`src/rtl/lcd_nib_pkg.sv`:
```
`timescale 1ns/1ps
package lcd_nib_pkg;

  localparam int INIT_NIBS  = 4;
  localparam int INIT_BYTES = 5;

  typedef enum logic [3:0] {
    C_PWR, C_INIB, C_LOAD, C_HI, C_LO, C_PH, C_PL, C_FB, C_END, C_IDLE
  } ctrl_st_t;

  typedef enum logic [1:0] {
    PH_IDLE, PH_SETUP, PH_HIGH, PH_HOLD
  } phy_st_t;

  // single-nibble steps while the display may still be in 8-bit mode
  function automatic logic [3:0] init_nib(input logic [2:0] idx);
    return (idx < 3'd3) ? 4'h3 : 4'h2;
  endfunction

  // full-byte setup: 4-bit two-line, display off, clear, increment, display on
  function automatic logic [7:0] init_byte(input logic [2:0] idx);
    case (idx)
      3'd0:    return 8'h28;
      3'd1:    return 8'h08;
      3'd2:    return 8'h01;
      3'd3:    return 8'h06;
      default: return 8'h0C;
    endcase
  endfunction

endpackage

```
`src/rtl/lcd_nib_phy.sv`:
```
`timescale 1ns/1ps
module lcd_nib_phy
  import lcd_nib_pkg::*;
#(
  parameter int SETUP_CYC = 4,
  parameter int E_CYC     = 50
) (
  input  logic       clk,
  input  logic       rst,
  input  logic       go,
  input  logic       go_rs,
  input  logic       go_rw,
  input  logic [3:0] go_nib,
  output logic       done,
  output logic [3:0] rd_nib,
  output logic       lcd_rs,
  output logic       lcd_rw,
  output logic       lcd_e,
  output logic [3:0] lcd_d_out,
  output logic       lcd_d_oe,
  input  logic [3:0] lcd_d_in
);

  localparam int MAXC = (SETUP_CYC > E_CYC) ? SETUP_CYC : E_CYC;
  localparam int CW   = $clog2(MAXC + 1);
  localparam logic [CW-1:0] SET_LD = CW'(SETUP_CYC - 1);
  localparam logic [CW-1:0] E_LD   = CW'(E_CYC - 1);

  phy_st_t       st;
  logic [CW-1:0] cnt;

  always_ff @(posedge clk) begin
    if (rst) begin
      st        <= PH_IDLE;
      cnt       <= '0;
      done      <= 1'b0;
      rd_nib    <= 4'h0;
      lcd_rs    <= 1'b0;
      lcd_rw    <= 1'b0;
      lcd_e     <= 1'b0;
      lcd_d_out <= 4'h0;
      lcd_d_oe  <= 1'b0;
    end else begin
      done <= 1'b0;
      case (st)
        PH_IDLE: begin
          if (go) begin
            lcd_rs    <= go_rs;
            lcd_rw    <= go_rw;
            lcd_d_oe  <= !go_rw;
            lcd_d_out <= go_rw ? 4'h0 : go_nib;
            cnt       <= SET_LD;
            st        <= PH_SETUP;
          end
        end
        PH_SETUP: begin
          if (cnt == '0) begin
            lcd_e <= 1'b1;
            cnt   <= E_LD;
            st    <= PH_HIGH;
          end else begin
            cnt <= cnt - 1'b1;
          end
        end
        PH_HIGH: begin
          if (cnt == '0) begin
            lcd_e  <= 1'b0;
            rd_nib <= lcd_d_in;
            st     <= PH_HOLD;
          end else begin
            cnt <= cnt - 1'b1;
          end
        end
        PH_HOLD: begin
          // park: R/W back low and bus released before the next transfer
          lcd_rw   <= 1'b0;
          lcd_d_oe <= 1'b0;
          done     <= 1'b1;
          st       <= PH_IDLE;
        end
        default: st <= PH_IDLE;
      endcase
    end
  end

endmodule

```
`src/rtl/lcd_pos_map.sv`:
```
`timescale 1ns/1ps
module lcd_pos_map #(
  parameter  int COLS  = 20,
  localparam int COL_W = $clog2(COLS)
) (
  input  logic             clk,
  input  logic             rst,
  input  logic [1:0]       row,
  input  logic [COL_W-1:0] col,
  output logic [6:0]       addr
);

  localparam logic [6:0] LINE2_BASE = 7'd64;
  localparam logic [6:0] HALF_OFS   = 7'(COLS);

  always_ff @(posedge clk) begin
    if (rst) begin
      addr <= 7'd0;
    end else begin
      addr <= (row[0] ? LINE2_BASE : 7'd0) + (row[1] ? HALF_OFS : 7'd0) + 7'(col);
    end
  end

endmodule

```
`src/rtl/lcd_nib_ctrl.sv`:
```
`timescale 1ns/1ps
module lcd_nib_ctrl
  import lcd_nib_pkg::*;
#(
  parameter  int SETUP_CYC     = 4,
  parameter  int E_CYC         = 50,
  parameter  int INIT_WAIT_CYC = 1600000,
  parameter  int FALLBACK_CYC  = 200000,
  parameter  int POLL_MAX      = 4096,
  parameter  int COLS          = 20,
  localparam int COL_W         = $clog2(COLS)
) (
  input  logic             clk,
  input  logic             rst,
  input  logic             req_valid,
  input  logic             req_rs,
  input  logic [7:0]       req_byte,
  output logic             req_ready,
  output logic             init_done,
  output logic             busy_err,
  output logic [6:0]       disp_addr,
  output logic             lcd_rs,
  output logic             lcd_rw,
  output logic             lcd_e,
  output logic [3:0]       lcd_d_out,
  output logic             lcd_d_oe,
  input  logic [3:0]       lcd_d_in,
  input  logic [1:0]       map_row,
  input  logic [COL_W-1:0] map_col,
  output logic [6:0]       map_addr
);

  localparam int WAIT_MAX = (INIT_WAIT_CYC > FALLBACK_CYC) ? INIT_WAIT_CYC : FALLBACK_CYC;
  localparam int WW       = $clog2(WAIT_MAX + 1);
  localparam int PW       = $clog2(POLL_MAX + 1);
  localparam logic [WW-1:0] INIT_LD   = WW'(INIT_WAIT_CYC - 1);
  localparam logic [WW-1:0] FB_LD     = WW'(FALLBACK_CYC - 1);
  localparam logic [PW-1:0] POLL_LAST = PW'(POLL_MAX - 1);
  localparam logic [2:0]    NIB_CNT   = 3'(INIT_NIBS);
  localparam logic [2:0]    BYTE_LAST = 3'(INIT_BYTES - 1);

  ctrl_st_t      st;
  logic [WW-1:0] wcnt;
  logic [PW-1:0] polls;
  logic [2:0]    nstep;
  logic [2:0]    bstep;
  logic [7:0]    cur_byte;
  logic          cur_rs;
  logic          bf;
  logic [2:0]    addr_hi;
  logic          go, go_rs, go_rw;
  logic [3:0]    go_nib;
  logic          phy_done;
  logic [3:0]    rd_nib;

  lcd_nib_phy #(
    .SETUP_CYC (SETUP_CYC),
    .E_CYC     (E_CYC)
  ) u_phy (
    .clk       (clk),
    .rst       (rst),
    .go        (go),
    .go_rs     (go_rs),
    .go_rw     (go_rw),
    .go_nib    (go_nib),
    .done      (phy_done),
    .rd_nib    (rd_nib),
    .lcd_rs    (lcd_rs),
    .lcd_rw    (lcd_rw),
    .lcd_e     (lcd_e),
    .lcd_d_out (lcd_d_out),
    .lcd_d_oe  (lcd_d_oe),
    .lcd_d_in  (lcd_d_in)
  );

  lcd_pos_map #(
    .COLS (COLS)
  ) u_map (
    .clk  (clk),
    .rst  (rst),
    .row  (map_row),
    .col  (map_col),
    .addr (map_addr)
  );

  always_ff @(posedge clk) begin
    if (rst) begin
      st        <= C_PWR;
      wcnt      <= INIT_LD;
      polls     <= '0;
      nstep     <= 3'd0;
      bstep     <= 3'd0;
      cur_byte  <= 8'h00;
      cur_rs    <= 1'b0;
      bf        <= 1'b0;
      addr_hi   <= 3'd0;
      go        <= 1'b0;
      go_rs     <= 1'b0;
      go_rw     <= 1'b0;
      go_nib    <= 4'h0;
      req_ready <= 1'b0;
      init_done <= 1'b0;
      busy_err  <= 1'b0;
      disp_addr <= 7'd0;
    end else begin
      go <= 1'b0;
      case (st)
        C_PWR: begin
          if (wcnt == '0) begin
            if (nstep < NIB_CNT) begin
              go     <= 1'b1;
              go_rs  <= 1'b0;
              go_rw  <= 1'b0;
              go_nib <= init_nib(nstep);
              st     <= C_INIB;
            end else begin
              cur_byte <= init_byte(bstep);
              cur_rs   <= 1'b0;
              st       <= C_LOAD;
            end
          end else begin
            wcnt <= wcnt - 1'b1;
          end
        end
        C_INIB: begin
          if (phy_done) begin
            nstep <= nstep + 3'd1;
            wcnt  <= INIT_LD;
            st    <= C_PWR;
          end
        end
        C_LOAD: begin
          go     <= 1'b1;
          go_rs  <= cur_rs;
          go_rw  <= 1'b0;
          go_nib <= cur_byte[7:4];
          st     <= C_HI;
        end
        C_HI: begin
          if (phy_done) begin
            go     <= 1'b1;
            go_nib <= cur_byte[3:0];
            st     <= C_LO;
          end
        end
        C_LO: begin
          if (phy_done) begin
            go     <= 1'b1;
            go_rs  <= 1'b0;
            go_rw  <= 1'b1;
            go_nib <= 4'h0;
            polls  <= '0;
            st     <= C_PH;
          end
        end
        C_PH: begin
          if (phy_done) begin
            bf      <= rd_nib[3];
            addr_hi <= rd_nib[2:0];
            go      <= 1'b1;
            st      <= C_PL;
          end
        end
        C_PL: begin
          if (phy_done) begin
            if (!bf) begin
              disp_addr <= {addr_hi, rd_nib};
              st        <= C_END;
            end else if (polls == POLL_LAST) begin
              busy_err <= 1'b1;
              wcnt     <= FB_LD;
              st       <= C_FB;
            end else begin
              polls <= polls + 1'b1;
              go    <= 1'b1;
              st    <= C_PH;
            end
          end
        end
        C_FB: begin
          if (wcnt == '0) st <= C_END;
          else            wcnt <= wcnt - 1'b1;
        end
        C_END: begin
          go_rw <= 1'b0;
          if (!init_done) begin
            if (bstep == BYTE_LAST) begin
              init_done <= 1'b1;
              req_ready <= 1'b1;
              st        <= C_IDLE;
            end else begin
              bstep    <= bstep + 3'd1;
              cur_byte <= init_byte(bstep + 3'd1);
              cur_rs   <= 1'b0;
              st       <= C_LOAD;
            end
          end else begin
            req_ready <= 1'b1;
            st        <= C_IDLE;
          end
        end
        C_IDLE: begin
          if (req_valid && req_ready) begin
            cur_byte  <= req_byte;
            cur_rs    <= req_rs;
            busy_err  <= 1'b0;
            req_ready <= 1'b0;
            st        <= C_LOAD;
          end
        end
        default: st <= C_IDLE;
      endcase
    end
  end

endmodule

```
`config.mk`:
```
export PLATFORM = sky130hd
export DESIGN_NAME = lcd_nib_ctrl
export DESIGN_NICKNAME = d
export VERILOG_FILES = /design/src/rtl/lcd_nib_pkg.sv /design/src/rtl/lcd_nib_phy.sv /design/src/rtl/lcd_pos_map.sv /design/src/rtl/lcd_nib_ctrl.sv
export SDC_FILE = /design/constraint.sdc
export NUM_CORES = 1
export LEC_CHECK = 0
export ABC_AREA = 1
export BUFFER_PORTS_ARGS = -buffer_cell sky130_fd_sc_hd__buf_4
export CAP_MARGIN = 20
export CORE_AREA = 2 2 127 104
export CTS_BUF_LIST = sky130_fd_sc_hd__clkbuf_8
export CTS_CLUSTER_SIZE = 30
export DETAILED_ROUTE_END_ITERATION = 7
export DIE_AREA = 0 0 129 106
export GPL_ROUTABILITY_DRIVEN = 0
export PLACE_DENSITY = 0.71
export SLEW_MARGIN = 20
export SYNTH_ARGS = -nofsm -noshare
export SYNTH_HDL_FRONTEND = slang
export SYNTH_SLANG_ARGS = --single-unit
```
`constraint.sdc`:
```
create_clock -name clk -period 3.35 [get_ports clk]
set_input_delay 0.67 -clock clk [delete_from_list [all_inputs] [get_ports clk]]
set_output_delay 0.67 -clock clk [all_outputs]
set_load 0.01 [all_outputs]
```
==> results by group, run 1 <==
Floorplanning
  – Num ports: 48
  – Row count: 37
  – Die W: 129 um
  – Initial core utilization: 0.438
  – DIE HEIGHT: 106 um
  – Core area: 0.0125 sq mm
  – Die area: 0.0137 sq mm

Critical path
  – Cell mode on critical path: nand2_1
  – Startpoint types: register
  – Instance count on the critical path: 9
  – Arrival time worst endpoint: 2400 ps
  – Crit end category: register
  – CP required: 3590 ps
  – CP top delay family: simple AND/OR/NAND/NOR gates
  – Critical path buffer and inverter count: 1
  – Slowest stage delay, CP: 390 ps
  – Critical path cell sequence: inv_1, nor2_4, nand2_1, nor2_1, nand2_1, nand2_2, nand2_2, nand2_1, a21oi_1
  – Slowest CP cell: dfxtp_1
  – Worst Reg-to-Reg Cells: 9
  – CP max FO: 15
  – Class of the most critical setup path: register to register

Detailed routing
  – DR DRC count: 0
  – Routed wire length: 12.5 mm
  – Vias per cell: 4.87
  – DR pass1 iterations: 5
  – Antenna Nets Post-Route: 0
  – Starting DRT DRC Count: 284
  – Wirelength per Cell: 12.0 um
  – Via count: 5,081

Clock network
  – CTS H-tree depth: 3
  – CTS max path bufs: 2
  – Post-CTS sizing: 0
  – Clock network latency to the later pin of the worst-skew pair: 380 ps
  – Clk slew on worst S/H paths: 110 ps
  – Root Driver: clkbuf_8
  – Post-CTS setup repair buffer count: 0
  – CTS tree: done
  – Cts bufs inserted: 9
  – Number of hold buffers added after CTS: 0
  – CTS Sinks: 102

Synthesis
  – Synth Cell Area: 0.00549 sq mm
  – Syn Inst Count: 824
  – Seq/Total Area, Yosys: 0.372
  – Post-synthesis cell type count: 40
  – Avg Inst Size Synth: 6.66 sq um
  – Synth warn: 0
  – Top FF cell, synth: dfxtp_1
  – Yosys reg bits: 102
  – Syn nets: 867
  – Synth async-reset ratio: 0
  – EDFF count, synth: 0

Hold path
  – Hold Path Stages: 2
  – Min-delay worst type: register to register

STA
  – Ratio of final minimum period to clock period: 0.645
  – Slew Limit Headroom: 0.592
  – Worst Setup Slack, final: 1190 ps
  – Hold Vio Cnt, Final: 0
  – Setup violations, final: 0
  – Worst slew pin tran: 610 ps
  – RSZ-0062 raised after global routing: false
  – Hold WS: 462 ps
  – Final setup skew: 12.7 ps
  – Setup TNS: 0 ps
  – Minimum clock period: 2160 ps
  – Fin. max-slew vios: 0
  – Fmax: 0.463 GHz

Layout
  – Commonest non-fill, non-tap cell in the layout: nand2_1
  – Core Util, Final: 0.494
  – Nets@finish: 907
  – Antenna diodes: 0
  – Area Growth Syn to Fin: 12.9%
  – Share of layout cells above drive strength 1: 0.110
  – Fill cell count: 1,281
  – Commonest cells after routing, fill and taps aside: nand2_1 (198), nor2_1 (130), dfxtp_1 (102)

Power
  – Max VDD drop: 0.000354 V
  – Lkg Pwr: 2.69 nW
  – Pwr per Cell Area: 672 mW/mm^2
  – Power, Total: 4.16 mW

GRT
  – Vias in the first global route: 4,676
  – GRT Total Usage: 0.193
  – Antenna violations before repair: 0
  – First-pass GRT wire length: 21.7 mm
  – Pin count of the biggest net entering global routing: 55
  – Grt ovf: 0

Placement
  – IO Port Bufs: 47
  – Post-DP HPWL: 8.94 mm
  – Dpl ws: 1190 ps

Run status
  – Status: finished, final reports clean

Job
  – Max Cap Viol: 0
-- layout make-up --
class,instances,area (sq um),area share
clock buffer,10,138,0.0222
clock inverter,6,86.3,0.0139
inverter,92,345,0.0557
multi-input combinational,608,2990,0.482
sequential,102,2040,0.329
tap,175,219,0.0353
timing repair buffer,51,383,0.0617
-- logic make-up after synthesis --
group	share of synthesized area
and+or+nand+nor	0.336
AOI/OAI and AO/OA	0.123
buffers and inverters	0.0838
DFF	0.372
xor gates and xnor gates	0.0399
adders and majority gates	0.0456
-- synthesized netlist by cell type (3+ instances only) --
| master | number | area share |
|---|---|---|
| xnor2_1 | 5 | 0.0080 |
| nand2_2 | 5 | 0.0057 |
| o21ai_0 | 42 | 0.038 |
| buf_4 | 4 | 0.0055 |
| nor3_1 | 6 | 0.0055 |
| nor2_1 | 130 | 0.089 |
| nor2_2 | 8 | 0.0091 |
| nand4_1 | 10 | 0.011 |
| o21ai_1 | 3 | 0.0027 |
| ha_1 | 20 | 0.046 |
| inv_2 | 7 | 0.0048 |
| inv_1 | 83 | 0.057 |
| nor2_4 | 4 | 0.0082 |
| xor2_1 | 20 | 0.032 |
| o211ai_1 | 3 | 0.0041 |
| a21oi_1 | 69 | 0.063 |
| dfxtp_1 | 102 | 0.37 |
| clkbuf_1 | 13 | 0.0089 |
| nand2_1 | 198 | 0.14 |
| nand3_1 | 66 | 0.060 |
-- metal layers --
metal | routed length, um | share of wire | track usage | up-vias
li1 | - | - | - | 2711
met1 | 6290 | 0.50 | 0.275 | 2259
met2 | 5450 | 0.44 | 0.293 | 93
met3 | 527 | 0.042 | 0.0362 | 18
met4 | 223 | 0.018 | 0.0644 | 0
met5 | 0 | 0 | 0 | -
-- metrics by stage --
step	cell area (sq um)	instances
final	6200	1044
after global routing	6200	1044
after CTS	6200	1044
after detailed placement	5980	1028
after global placement	5980	1028
after floorplan	5490	824
-- where the power goes --
group	leakage (nW)	internal [mW]	total [mW]	switching, mW
clock network	0.114	0.388	0.867	0.478
logic	1.74	0.577	1.71	1.13
registers	0.831	1.42	1.59	0.171
-- tightest hold or removal path: stages, from the launching register on --
cell,delay [ps]
dfxtp_1,310
inv_1,60
a21oi_1,50
-- state kept, by name, summed over array words and instances (netlist names), 4 cells and up --
register	count
cur_byte	8
disp_addr	7
go_nib	4
polls	13
st	4
u_map.addr	7
u_phy.cnt	6
u_phy.lcd_d_out	4
u_phy.rd_nib	4
wcnt	21
-- final timing paths --
check | startpoint | end | slack, ps
min reg2reg | addr_hi[0] | addr_hi[0] | 460
max reg2reg | st[2] | polls[0] | 1190
max | st[2] | polls[0] | 1190
min | addr_hi[0] | addr_hi[0] | 460
No activity file was read; power rests on OpenSTA's default activity.
==> run 2, diff against run 1 <==
--- a/config.mk
+++ b/config.mk
@@ -5,7 +5,7 @@
 export SDC_FILE = /design/constraint.sdc
 export NUM_CORES = 1
 export LEC_CHECK = 0
-export ABC_AREA = 1
+export ABC_AREA = 0
 export BUFFER_PORTS_ARGS = -buffer_cell sky130_fd_sc_hd__buf_4
 export CAP_MARGIN = 20
 export CORE_AREA = 2 2 127 104
@@ -14,7 +14,7 @@
 export DETAILED_ROUTE_END_ITERATION = 7
 export DIE_AREA = 0 0 129 106
 export GPL_ROUTABILITY_DRIVEN = 0
-export PLACE_DENSITY = 0.71
+export PLACE_DENSITY = 0.73
 export SLEW_MARGIN = 20
 export SYNTH_ARGS = -nofsm -noshare
 export SYNTH_HDL_FRONTEND = slang
==> constraint.sdc (replaced) <==
create_clock -name clk -period 1.8 [get_ports clk]
set_input_delay 0.36 -clock clk [delete_from_list [all_inputs] [get_ports clk]]
set_output_delay 0.36 -clock clk [all_outputs]
set_load 0.01 [all_outputs]
==> run 2 against run 1 <==
- the flow now finishes with violations (setup timing)
- sequential share of layout area down 7.4 points
- clock-buffer cell count down 1
- combinational power is 140% higher
- core utilization up 15 points
- first-iteration DRC count rose by 110%
- via count increased by 20%
- worst setup slack got worse by 1500 ps
- clock skew increased by 1.7 ps
- register-to-register slack lost 1500 ps
- total power increased by 93%
- highest routed layer unchanged
==> results by group, run 2 <==
Synthesis
  – Avg Inst Size Synth: 8.30 sq um (+25%)
  – Share of the synthesized area in the top cell type: 0.375 (+0.00299)
  – EDFF count, synth: 0 (unchanged)
  – Syn nets: 699 (-19%)
  – Seq/Total Area, Yosys: 0.375 (+0.00299)
  – Synth warn: 0 (unchanged)
  – Syn Inst Count: 656 (-20%)
  – Top cells by area in the synthesized netlist: dfxtp_1 (37%), a21oi_1 (5.7%), ha_1 (4.6%), nor2_1 (4.5%), o21ai_0 (3.3%)
  – Synth Cell Area: 0.00545 sq mm (-0.80%)
  – Most frequent cell after synthesis: dfxtp_1
  – Synth cell count leaders: dfxtp_1 (102), nor2_1 (65), a21oi_1 (62)
  – Synth async-reset ratio: 0 (unchanged)
  – Post-synthesis cell type count: 75 (+88%)
  – Yosys reg bits: 102 (unchanged)
  – Leading area contributor after synthesis: dfxtp_1
  – Top FF cell, synth: dfxtp_1

Clock network
  – CTS Sinks: 102 (unchanged)
  – Clk slew on worst S/H paths: 100 ps (about the same)
  – Root Driver: clkbuf_8
  – Clock network latency to the later pin of the worst-skew pair: 390 ps (about the same)
  – CTS H-tree depth: 3 (unchanged)
  – Number of hold buffers added after CTS: 0 (unchanged)
  – CTS tree: done
  – CTS max path bufs: 2 (unchanged)
  – Cts bufs inserted: 9 (unchanged)

STA
  – Fin. max-slew vios: 0 (unchanged)
  – RSZ-0062 raised after global routing: true
  – Hold Vio Cnt, Final: 0 (unchanged)
  – Worst slew pin tran: 375 ps (-236 ps)
  – Hold WS: 182 ps (-280 ps)
  – Slew Limit Headroom: 0.750 (+0.158)
  – Worst Setup Slack, final: -336 ps (-1520 ps)
  – Ratio of final minimum period to clock period: 1.19 (+0.541)
  – Setup violations, final: 46 (+46)
  – Fmax: 0.468 GHz (+1.2%)
  – Setup TNS: -5420 ps (-5420 ps)
  – Final setup skew: 14.5 ps (+1.73 ps)
  – Minimum clock period: 2140 ps (-26.0 ps)

Placement
  – Placed cells: 973 (-5.4%)
  – Dpl ws: -347 ps (-1540 ps)
  – IO Port Bufs: 47 (unchanged)
  – Post-DP HPWL: 11.2 mm (+25%)

Hold path
  – Min-delay worst type: input port to register
  – Hold_sp: map_col[0]

Layout
  – Commonest non-fill, non-tap cell in the layout: buf_4
  – Share of layout cells above drive strength 1: 0.432 (+0.322)
  – Register with the most flip-flops: wcnt
  – Final cell count without fillers: 1,010 (-3.3%)
  – Regs by FF count: wcnt (21), polls (13), cur_byte (8)
  – Nets@finish: 873 (-3.7%)
  – Commonest cells after routing, fill and taps aside: buf_4 (172), dfxtp_1 (87), nor2_1 (62)
  – Fill cell count: 960 (-25%)
  – Area Growth Syn to Fin: 48.7%
  – Antenna diodes: 0 (unchanged)
  – Sequential Area: 0.00207 sq mm (+1.4%)
  – Largest register FFs: 21 (unchanged)
  – Area occupied by multi-input gates: 0.00392 sq mm (+31%)

Detailed routing
  – Routed wire length: 17.9 mm (+43%)
  – Antenna Nets Post-Route: 0 (unchanged)
  – Vias per cell: 6.04 (+24%)
  – Via count: 6,101 (+20%)
  – Wirelength per Cell: 17.7 um (+48%)
  – DR DRC count: 0 (unchanged)
  – DR pass1 iterations: 6 (+1)
  – Starting DRT DRC Count: 584 (+110%)

Critical path
  – Cell mode on critical path: or3_4
  – Arrival time worst endpoint: 2420 ps (+20 ps)
  – Slowest stage delay, CP: 530 ps (+140 ps)
  – Class of the most critical setup path: register to register
  – CP max FO: 3 (-12)
  – CP required: 2090 ps (-1500 ps)
  – Crit end category: register
  – Slowest CP cell: or4_4
  – Reg2reg start: wcnt[4]
  – Startpoint types: register
  – CP startpoint: wcnt[4]
  – Critical path cell sequence: or4_4, or3_4, or3_4, nor3_4, mux2_4

Power
  – Pwr per Cell Area: 992 mW/mm^2 (+48%)
  – Lkg Pwr: 3.25 nW (+21%)
  – Max VDD drop: 0.000536 V (+51%)

GRT
  – Antenna violations before repair: 0 (unchanged)
  – GRT Total Usage: 0.241 (+0.0484)
  – First-pass GRT wire length: 27.1 mm (+25%)
  – Grt ovf: 0 (unchanged)
  – Pin count of the biggest net entering global routing: 42 (-24%)
  – Vias in the first global route: 5,696 (+22%)

Floorplanning
  – Core area: 0.0125 sq mm (unchanged)
  – Num ports: 48 (unchanged)
  – Die area: 0.0137 sq mm (unchanged)
  – Die W: 129 um (unchanged)
  – Initial core utilization: 0.434 (-0.00349)
  – DIE HEIGHT: 106 um (unchanged)
  – Row count: 37 (unchanged)

Run status
  – Status: complete, but fails checks
  – Failing checks: setup timing

Job
  – Max Cap Viol: 0 (unchanged)
run 2: changes by cell type in the layout (fill, tap and decap cells not counted), moves of 21 or more:
| cell | before | now |
|---|---|---|
| inv_1 | 83 | 19 |
| buf_4 | 51 | 172 |
| nor2_1 | 130 | 62 |
| buf_6 | 0 | 23 |
| nand2_1 | 198 | 26 |
| a21oi_1 | 69 | 41 |
| nand3_1 | 66 | 22 |
| o21ai_0 | 42 | 21 |
run 2: layout make-up:
type	count	share of cell area
timing repair buffer	198	0.199
tap	175	0.0270
clock inverter	7	0.00896
sequential	102	0.256
inverter	21	0.0100
multi-input combinational	498	0.484
clock buffer	9	0.0153
run 2: report_power, final:
group,internal (mW),switching [mW]
logic,1.79,2.23
registers,2.41,0.114
clock network,0.646,0.849
total,4.85,3.19
run 2: what timing repair did:
item,CTS,global route
buffers inserted,11,7
gates cloned,3,1
pin swaps,17,54
setup endpoints to repair,59,69
gates resized for setup,63,115
run 2: routing by layer:
layer  vias to the layer above  global-route usage  routed length [um]
met2                       300               0.406                8770
li1                       2827                   -                   -
met3                        61              0.0393                1140
met4                         0              0.0776                 458
met1                      2913               0.316                7540
met5                         -                   0                   0
run 2: stage by stage:
| stage | cell area (sq um) | power, mW | utilization |
|---|---|---|---|
| global placement | 7010 | 5.50 | 0.559 |
| CTS | 7570 | 7.34 | 0.603 |
| floorplan | 5640 | 4.49 | - |
| detailed placement | 7010 | 5.60 | 0.559 |
| finish | 8100 | 8.04 | 0.646 |
| global route | 8100 | 8.38 | 0.646 |
run 2: worst max-delay path, delay by kind of cell (launching register included):
family,cells,cell delay (ps)
DFF,1,360
and+or+nand+nor,4,1370
muxes,1,310
run 2: kinds of logic after synthesis:
logic type | after synthesis | synth area share
flip-flops | 102 | 0.375
XOR/XNOR | 6 | 0.00965
buffers and inverters | 58 | 0.0427
AND/OR/NAND/NOR | 250 | 0.251
AO/OA/AOI/OAI | 202 | 0.242
multiplexers | 18 | 0.0338
adder cells (fa/ha/maj) | 20 | 0.0459
run 2: final timing paths:
kind / end / slack (ps) / cells after the start
worst max-delay path: wcnt[9] / -340 / 5
worst min-delay path: u_map.addr[0] / 180 / 2
worst max register to register: wcnt[9] / -340 / 5
worst min register to register: u_phy.lcd_e / 450 / 2
